$ cat src/rtl/dbg_trig_pkg.sv
`timescale 1ns/1ps
package dbg_trig_pkg;
    localparam int ADDR_W  = 32;
    localparam int DATA_W  = 32;
    localparam int LANES   = DATA_W / 8;
    localparam int KINDS   = 7;           // longword, lower word, upper word, four lanes
    localparam int LVL_W   = 14;          // used bits of each half

    typedef enum logic [1:0] {
        ST_IDLE  = 2'b00,
        ST_ARMED = 2'b01,
        ST_L1HIT = 2'b10,
        ST_DONE  = 2'b11
    } trig_stat_t;

    typedef enum logic [2:0] {
        SEL_TDEF = 3'd0,
        SEL_LO   = 3'd1,
        SEL_HI   = 3'd2,
        SEL_DVAL = 3'd3,
        SEL_PCV  = 3'd4
    } cfg_sel_t;

    typedef struct packed {
        logic [31:0]       tdef;
        logic [ADDR_W-1:0] lo;
        logic [ADDR_W-1:0] hi;
        logic [DATA_W-1:0] dval;
        logic [ADDR_W-1:0] pcv;
        trig_stat_t        stat;
        logic              trace;
    } trig_regs_t;
endpackage

$ cat src/rtl/dbg_trig_lanes.sv
`timescale 1ns/1ps
module dbg_trig_lanes
    import dbg_trig_pkg::*;
(
    input  logic [1:0]         size,
    input  logic [1:0]         offs,
    output logic [DATA_W-1:0]  mask,
    output logic [KINDS-1:0]   kind
);
    localparam int LANE_BITS = 8;

    logic [LANES-1:0] lane_on;

    always_comb begin
        lane_on = '0;
        kind    = '0;
        unique case (size)
            2'd0: begin
                lane_on[offs] = 1'b1;
                kind[offs]    = 1'b1;
            end
            2'd1: begin
                if (offs[1]) begin
                    lane_on = 4'b1100;
                    kind[4] = 1'b1;
                end else begin
                    lane_on = 4'b0011;
                    kind[5] = 1'b1;
                end
            end
            default: begin
                lane_on = '1;
                kind[6] = 1'b1;
            end
        endcase
    end

    for (genvar g = 0; g < LANES; g++) begin : g_lane
        assign mask[g*LANE_BITS +: LANE_BITS] = {LANE_BITS{lane_on[g]}};
    end
endmodule

$ cat src/rtl/dbg_trig_level.sv
`timescale 1ns/1ps
module dbg_trig_level
    import dbg_trig_pkg::*;
(
    input  logic [LVL_W-1:0]   cfg,
    input  logic               valid,
    input  logic [ADDR_W-1:0]  pc,
    input  logic [ADDR_W-1:0]  addr,
    input  logic [DATA_W-1:0]  data,
    input  logic [DATA_W-1:0]  mask,
    input  logic [KINDS-1:0]   kind,
    input  logic [ADDR_W-1:0]  lo,
    input  logic [ADDR_W-1:0]  hi,
    input  logic [DATA_W-1:0]  dval,
    input  logic [ADDR_W-1:0]  pcv,
    output logic               hit
);
    logic             lvl_en;
    logic [KINDS-1:0] den;
    logic             d_on, d_sel, d_eq, d_ok;
    logic             a_on, a_in, a_ok;
    logic             pc_ok, any_on;

    always_comb begin
        lvl_en = cfg[13];
        den    = cfg[12:6];

        d_on   = |den;
        d_sel  = |(den & kind);
        d_eq   = ((data ^ dval) & mask) == '0;
        d_ok   = !d_on || (d_sel && (d_eq ^ cfg[5]));

        a_on   = cfg[4] | cfg[3] | cfg[2];
        a_in   = cfg[3] ? ((addr >= lo) && (addr <= hi)) : (addr == lo);
        a_ok   = !a_on || (a_in ^ cfg[4]);

        pc_ok  = !cfg[1] || ((pc == pcv) ^ cfg[0]);

        any_on = d_on | a_on | cfg[1];
        hit    = valid && lvl_en && any_on && d_ok && a_ok && pc_ok;
    end
endmodule

$ cat src/rtl/dbg_trig_unit.sv
`timescale 1ns/1ps
module dbg_trig_unit
    import dbg_trig_pkg::*;
(
    input  logic               clk,
    input  logic               rst_n,
    input  logic               cfg_we,
    input  logic [2:0]         cfg_sel,
    input  logic [31:0]        cfg_wdata,
    input  logic               bus_valid,
    input  logic [ADDR_W-1:0]  bus_pc,
    input  logic [ADDR_W-1:0]  bus_addr,
    input  logic [1:0]         bus_size,
    input  logic [DATA_W-1:0]  bus_data,
    output logic [31:0]        tdef_rd,
    output logic [1:0]         trig_state,
    output logic               trace_pulse,
    output logic               halt_req,
    output logic               irq_req
);
    localparam int          NLVL      = 2;
    localparam logic [31:0] TDEF_KEEP = 32'hFFFF_3FFF;

    trig_regs_t         r_q, r_d;
    logic [DATA_W-1:0]  lane_mask;
    logic [KINDS-1:0]   acc_kind;
    logic [NLVL-1:0]    lvl_hit;
    logic               two_level;

    dbg_trig_lanes u_lanes (
        .size (bus_size),
        .offs (bus_addr[1:0]),
        .mask (lane_mask),
        .kind (acc_kind)
    );

    for (genvar g = 0; g < NLVL; g++) begin : g_lvl
        dbg_trig_level u_level (
            .cfg   (r_q.tdef[16*g +: LVL_W]),
            .valid (bus_valid),
            .pc    (bus_pc),
            .addr  (bus_addr),
            .data  (bus_data),
            .mask  (lane_mask),
            .kind  (acc_kind),
            .lo    (r_q.lo),
            .hi    (r_q.hi),
            .dval  (r_q.dval),
            .pcv   (r_q.pcv),
            .hit   (lvl_hit[g])
        );
    end

    assign two_level = |r_q.tdef[29:16];

    always_comb begin
        r_d       = r_q;
        r_d.trace = 1'b0;

        unique case (r_q.stat)
            ST_ARMED: begin
                if (lvl_hit[0]) begin
                    if (two_level) begin
                        r_d.stat = ST_L1HIT;
                    end else begin
                        r_d.stat  = ST_DONE;
                        r_d.trace = 1'b1;
                    end
                end
            end
            ST_L1HIT: begin
                if (lvl_hit[1]) begin
                    r_d.stat  = ST_DONE;
                    r_d.trace = 1'b1;
                end
            end
            default: ;
        endcase

        if (cfg_we) begin
            unique case (cfg_sel)
                SEL_TDEF: begin
                    r_d.tdef  = cfg_wdata & TDEF_KEEP;
                    r_d.stat  = cfg_wdata[13] ? ST_ARMED : ST_IDLE;
                    r_d.trace = 1'b0;
                end
                SEL_LO:   r_d.lo   = cfg_wdata;
                SEL_HI:   r_d.hi   = cfg_wdata;
                SEL_DVAL: r_d.dval = cfg_wdata;
                SEL_PCV:  r_d.pcv  = cfg_wdata;
                default:  ;
            endcase
        end
    end

    always_ff @(posedge clk) begin
        if (!rst_n) begin
            r_q <= '{tdef: '0, lo: '0, hi: '0, dval: '0, pcv: '0,
                     stat: ST_IDLE, trace: 1'b0};
        end else begin
            r_q <= r_d;
        end
    end

    assign tdef_rd     = r_q.tdef;
    assign trig_state  = r_q.stat;
    assign trace_pulse = r_q.trace;
    assign halt_req    = (r_q.stat == ST_DONE) && (r_q.tdef[31:30] == 2'b01);
    assign irq_req     = (r_q.stat == ST_DONE) && (r_q.tdef[31:30] == 2'b10);
endmodule

$ cat config.mk
export PLATFORM = sky130hd
export DESIGN_NAME = dbg_trig_unit
export DESIGN_NICKNAME = d
export VERILOG_FILES = /design/src/rtl/dbg_trig_pkg.sv /design/src/rtl/dbg_trig_lanes.sv /design/src/rtl/dbg_trig_level.sv /design/src/rtl/dbg_trig_unit.sv
export SDC_FILE = /design/constraint.sdc
export NUM_CORES = 1
export LEC_CHECK = 0
export BUFFER_PORTS_ARGS = -buffer_cell sky130_fd_sc_hd__buf_2
export CAP_MARGIN = 40
export CORE_MARGIN = 3
export CORE_UTILIZATION = 25
export DETAILED_ROUTE_END_ITERATION = 12
export GPL_ROUTABILITY_DRIVEN = 0
export SLEW_MARGIN = 20
export SYNTH_ARGS = -nofsm -noshare
export SYNTH_HDL_FRONTEND = slang
export SYNTH_HIERARCHICAL = 1
export SYNTH_SLANG_ARGS = --single-unit
$ cat constraint.sdc
create_clock -name clk -period 3 [get_ports clk]
set_clock_uncertainty 0.15 [all_clocks]
set_input_delay 0.6 -clock clk [delete_from_list [all_inputs] [get_ports clk]]
set_output_delay 0.6 -clock clk [all_outputs]
set_load 0.05 [all_outputs]
* After elaboration in Yosys (flattened, before gate mapping)
Index checks and enable logic that the tools add are counted. W data, S select, Z words.
Word-level totals: output and inout port bits 37, bits of input ports 137, flip-flop bits (word level) 161, word-level logic and storage cells 106
Cells by class: reductions and logical operators 43, magnitude comparators 5, eq/ne operators 12, bitwise operators 18, mux-type cells 21
Operators with widths (count):
- $eq A32 B32 Y1 | 2
- $and A32 B32 Y32 | 1
- $ge A32 B32 Y1 | 1
- $le A32 B32 Y1 | 1
- $logic_not A32 Y1 | 1
- $xor A32 B32 Y32 | 1
- $reduce_or A7 Y1 | 4
- $logic_and A1 B1 Y1 | 17
- $and A7 B7 Y7 | 2
- $reduce_or A14 Y1 | 1
- $mux W3 | 4
- $mux W1 | 10
- $reduce_and A2 Y1 | 5
- $mux W4 | 2
- $or A1 B1 Y1 | 8
- $pmux W4 S2 | 1
- $eq A2 B1 Y1 const B | 3
- $eq A2 B2 Y1 const B | 3
- $eq A3 B2 Y1 const B | 2
- $logic_not A1 Y1 | 6
- $logic_or A1 B1 Y1 | 6
- $pmux W3 S2 | 1
- $xor A1 B1 Y1 | 6
- $demux W1 S2 | 2
- other kinds (9) | 9

* Longest topological paths before layout
word-level depth 17, gate-level depth with buffers 13, depth with buffers taken out 13

* Cells and area by module
The synthesis kept the hierarchy.
Modules (own cells, without submodules):
- dbg_trig_unit | seq. area each 3223.1 µm², cells each 761, instances 1, area an instance 6333.6 µm²
- dbg_trig_level | seq. area each 0.0 µm², cells each 339, instances 2, area an instance 2518.7 µm²
- dbg_trig_lanes | seq. area each 0.0 µm², cells each 43, instances 1, area an instance 326.6 µm²

* Worst setup path before layout
No wires, ideal clock.
kind input to register, start point in bus_addr[29], end point reg r_q (netlist bit trig_state[0]), required time 2.792 ns, buffers on the path 0, library setup time 0.058 ns, path slack -0.136 ns, cell stages on the path 12, arrival time 2.927 ns, cell sequence ha_1 nand4_2 nor4_2 nand2_1 or4b_1 o211ai_2 a21boi_2 o2111a_1 nor4b_1 nand4_1 nor2_1 o221a_2
Between the ends: word-level cells in the longest chain between the ends 11, elaborated cells on any way between the ends 19, those cells by class 2 x order compare; 1 x eq/ne; 7 x mux; 2 x bitwise; 7 x reduce/logical
RTL lines:
- from (decl) | line dbg_trig_unit.sv:12 | input logic [ADDR_W-1:0] bus_addr,
- $ge A32 B32 Y1 or $le A32 B32 Y1 (tied branches) | line dbg_trig_level.sv:34 | a_in = cfg[3] ? ((addr >= lo) && (addr <= hi)) : (addr == lo);
- $logic_and A1 B1 Y1 | line dbg_trig_level.sv:34
- $mux W1 (*) | line dbg_trig_level.sv:34
- $xor A1 B1 Y1 (*) | line dbg_trig_level.sv:35 | a_ok = !a_on || (a_in ^ cfg[4]);
- $logic_or A1 B1 Y1 (*) | line dbg_trig_level.sv:35
- $logic_and A1 B1 Y1 (*) (2 in series) | line dbg_trig_level.sv:40 | hit = valid && lvl_en && any_on && d_ok && a_ok && pc_ok;
- named net lvl_hit[0] | line dbg_trig_unit.sv:27 | logic [NLVL-1:0] lvl_hit;
- $mux W3 (*) | line dbg_trig_unit.sv:62 | if (lvl_hit[0]) begin
- $pmux W3 S2 (*) | line dbg_trig_unit.sv:60 | unique case (r_q.stat)
- $mux W3 | line dbg_trig_unit.sv:81 | unique case (cfg_sel)
- $mux W3 (*) | line dbg_trig_unit.sv:80 | if (cfg_we) begin
- to (signal assigned) | line dbg_trig_unit.sv:98 | r_q <= '{tdef: '0, lo: '0, hi: '0, dval: '0, pcv: '0,
- to (signal assigned) | line dbg_trig_unit.sv:101 | r_q <= r_d;
- to (decl) | line dbg_trig_unit.sv:24 | trig_regs_t r_q, r_d;
The timed path passes the listed nets; every way through them passes the cells marked *. A chain may end at the register's enable or synchronous reset.

* Worst setup path after layout
start point reg r_q[91] (netlist bit), end point reg r_q (netlist bit trig_state[0])
Between the ends: word-level cells in the longest chain between the ends 11, elaborated cells on any way between the ends 17, those cells by class 1 x order compare; 7 x mux; 2 x bitwise; 7 x reduce/logical
RTL lines (line):
- $le A32 B32 Y1 (*) | dbg_trig_level.sv:34
- $logic_and A1 B1 Y1 (*) | dbg_trig_level.sv:34
- $mux W1 (*) | dbg_trig_level.sv:34
- $xor A1 B1 Y1 (*) | dbg_trig_level.sv:35
- $logic_or A1 B1 Y1 (*) | dbg_trig_level.sv:35
- $logic_and A1 B1 Y1 (*) (2 in series) | dbg_trig_level.sv:40
- named net lvl_hit[0] | dbg_trig_unit.sv:27
- $mux W3 (*) | dbg_trig_unit.sv:62
- $pmux W3 S2 (*) | dbg_trig_unit.sv:60
- $mux W3 | dbg_trig_unit.sv:81
- $mux W3 (*) | dbg_trig_unit.sv:80
Marked as above.

==> impl_metrics.toml <==
[global_route]
grt_pass1_wl_microns = 60710
antenna_found_initial = 6
grt_util_all_layers_pct = 15.90
grt_max_degree = 57
gr-total-overflow = 0
grt_pass1_vias = 10440

[clock_network]
root_buffer = "clkbuf_16"
htreeDepth = 4
cts_tree = "done"
clk_pin_slew_ps = 70
clkSinkCount = 161
clk_latency_ps = 440
holdBufCountCts = 0
cts_made_buffers = 17
clock_path_buffers = 2

[power]
power.leakage_nw = 5.779
power_mw = 5.399
power.density_mw_per_mm2 = 376.6
ir_drop_uv = 374.6

[finish]
drive_above_1_share_pct = 22.67
fin_nets = 1931
area_growth_pct = 22.56

[yosys]
synth_cells = 1482
synth_area_leaders = "dfxtp_1, ha_1, nand2_1, xor2_1, a21boi_1"
synth_top_flop_cell = "dfxtp_1"
synth_edf_count = 0
synthDominantCellAreaShare_pct = 27.55
synth_warnings = 6
async_reset_ff_share_pct = 0
syn_avg_cell_area_sq_um = 7.893
synthDistinctLibCells = 57
yosysTopAreaCell = "dfxtp_1"
yosysSeqAreaShare_pct = 27.55
ys_seq_elements = 161
synth_area_sq_mm = 0.01170

[status]
violations = "negative setup slack"
status = "finished with violations"

[die]
fp.dieW_microns = 222.3
die_area_sq_mm = 0.04942
coreArea_sq_mm = 0.04577
start_util_pct = 25.56
boundaryPins = 174
rows = 78
die_h_microns = 222.3

[routing]
routedWlPerCell_microns = 17.82
drt_iter0_markers = 591
finalWirelength_microns = 40610
antenna_left = 0
vias = 10780
vias_per_cell = 4.728
post-route-drc-count = 0
drt-pass1-iter-count = 5

[timing]
rsz0062_at_grt = "true"
setup_viol = 2
setup_slack_ps = -181.4
hold_violations = 0
relSlewSlack_pct = 57.55
post-route-min-period_ps = 3181
worst_slew_pin_slew_ps = 635.2
drv_slew = 0
timing.final.crit_share_pct = 106.0
fmax_mhz = 314.3

[critical_path]
critical_path_peak_fanout = 3
required_ps = 3230
critPathKind = "reg -> reg"
arrival_ps = 3410
endpoint_kind = "flop"
crit_path_start_kind = "flop"

[placed_design]
io_buffers = 171
dp_slack_ps = -592.4
hpwl_microns = 31680

[job]
maxCapViolCount = 0

[min_path]
min_path_type = "reg -> reg"
==> cell type report <==
cell class | instances | area, sq um
Sequential cell | 161 | 3241
Clock inverter | 15 | 140.1
Timing Repair Buffer | 272 | 1665
Clock buffer | 17 | 425.4
Tap cell | 600 | 750.7
Fill cell | 4854 | 31440
Multi-Input combinational cell | 1082 | 7622
Antenna cell | 3 | 7.507
Inverter | 129 | 484.2
==> metrics by stage <==
stage / hold WS, ps / setup TNS, ps / utilization, % / cells / instance area [sq um]
after floorplan: 298.1 / -199.6 / - / 1483 / 11770
after global placement: 310.6 / -1432 / 29.39 / 2236 / 13450
after detailed placement: 315.9 / -1640 / 29.39 / 2236 / 13450
after CTS: 324.1 / -245.0 / 31.12 / 2274 / 14250
after global routing: 343.3 / -582.0 / 31.32 / 2279 / 14340
final: 322.6 / -298.1 / 31.32 / 2279 / 14340
==> worst max-delay path, stage by stage (launching register included) <==
cell and delay, ps:
dfxtp_2 350, inv_2 40, ha_1 260, nand4_1 190, nor4_4 350, nand2_2 120, or4b_4 500, o211ai_2 90
a21boi_2 180, o2111a_1 210, nor4b_2 190, nand4_1 150, nor2_1 150, o221a_2 200
==> cells in the mapped netlist, types with 3 or more instances <==
| master | number |
|---|---|
| a22oi_1 | 38 |
| o21ai_0 | 18 |
| ha_1 | 131 |
| nand2_1 | 355 |
| nor4_1 | 25 |
| nand4_1 | 37 |
| nor4_2 | 3 |
| dfxtp_1 | 161 |
| a211oi_1 | 7 |
| nand2b_1 | 3 |
| nor2b_1 | 9 |
| inv_1 | 128 |
| o211ai_1 | 6 |
| nor2_1 | 20 |
| a21boi_0 | 51 |
| buf_4 | 62 |
| clkbuf_1 | 29 |
| xor2_1 | 128 |
| buf_2 | 19 |
| nand3_1 | 15 |
| a21oi_1 | 54 |
| a21boi_1 | 109 |
| a31oi_1 | 3 |
| a21o_1 | 6 |
| nor3_1 | 4 |
| nand3b_1 | 3 |
| xnor2_1 | 4 |
| nor4b_1 | 3 |
==> timing repair <==
action                                 in CTS  in global routing
resized for setup                          41                 18
setup endpoints to repair                   3                  3
buffers inserted                            6                  2
endpoints found under the hold margin       0                  0
pin swaps                                  22                  5
==> power breakdown <==
part / leakage (nW) / switching (mW) / internal [mW] / total, mW
combinational: 4.20 / 0.593 / 0.437 / 1.03
clock: 0.269 / 1.04 / 1.10 / 2.14
sequential: 1.31 / 0.0501 / 2.18 / 2.23
total: 5.78 / 1.68 / 3.72 / 5.40
==> flip-flops by register name (all words and copies together), names as in the netlist <==
signal and flops:
trace_pulse 1, r_q 128, tdef_rd 30, trig_state 2
==> placed cells by master, fill, tap and decap left out, drive strengths merged, types with 4 or more instances in the layout <==
cell type	count
a21o	8
ha	131
xor2	128
nor3	6
o21ai	18
o211ai	8
nor2b	9
nand3	15
nand2	355
a21oi	54
a22oi	38
xnor2	4
nand4	39
nor4	28
a21boi	162
clkbuf	17
nor2	20
buf	272
inv	138
a211oi	7
dfxtp	161
==> layer usage <==
| layer | part of all wire, % | vias to the layer above | wire (microns) | global-route usage (%) |
|---|---|---|---|---|
| met5 | 0.086 | - | 35 | 0 |
| met4 | 1.7 | 6 | 688 | 3.695 |
| met3 | 5.8 | 46 | 2339 | 3.197 |
| met2 | 49 | 287 | 19850 | 27.90 |
| met1 | 44 | 5101 | 17700 | 20.03 |
| li1 | - | 5335 | - | - |
==> worst paths after layout <==
kind            start             to  slack, ps  cells past startpoint
max           r_q[91]  trig_state[0]       -180                     13
max reg2reg   r_q[91]  trig_state[0]       -180                     13
min          r_q[108]       r_q[108]        320                      2
min reg2reg  r_q[108]       r_q[108]        320                      2
==> cells by family (layout without fill, tap and decap cells) <==
logic type | Yosys count | count (layout) | synth area share, %
buffers and inverters | 240 | 433 | 9.958
DFF | 161 | 161 | 27.55
and+or+nand+nor | 496 | 496 | 19.01
xor gates and xnor gates | 132 | 132 | 9.883
adders and majority gates | 131 | 131 | 14.01
AOI/OAI and AO/OA | 321 | 321 | 19.55
other | 1 | 5 | 0.03206
No activity file was read; power rests on OpenSTA's default activity.
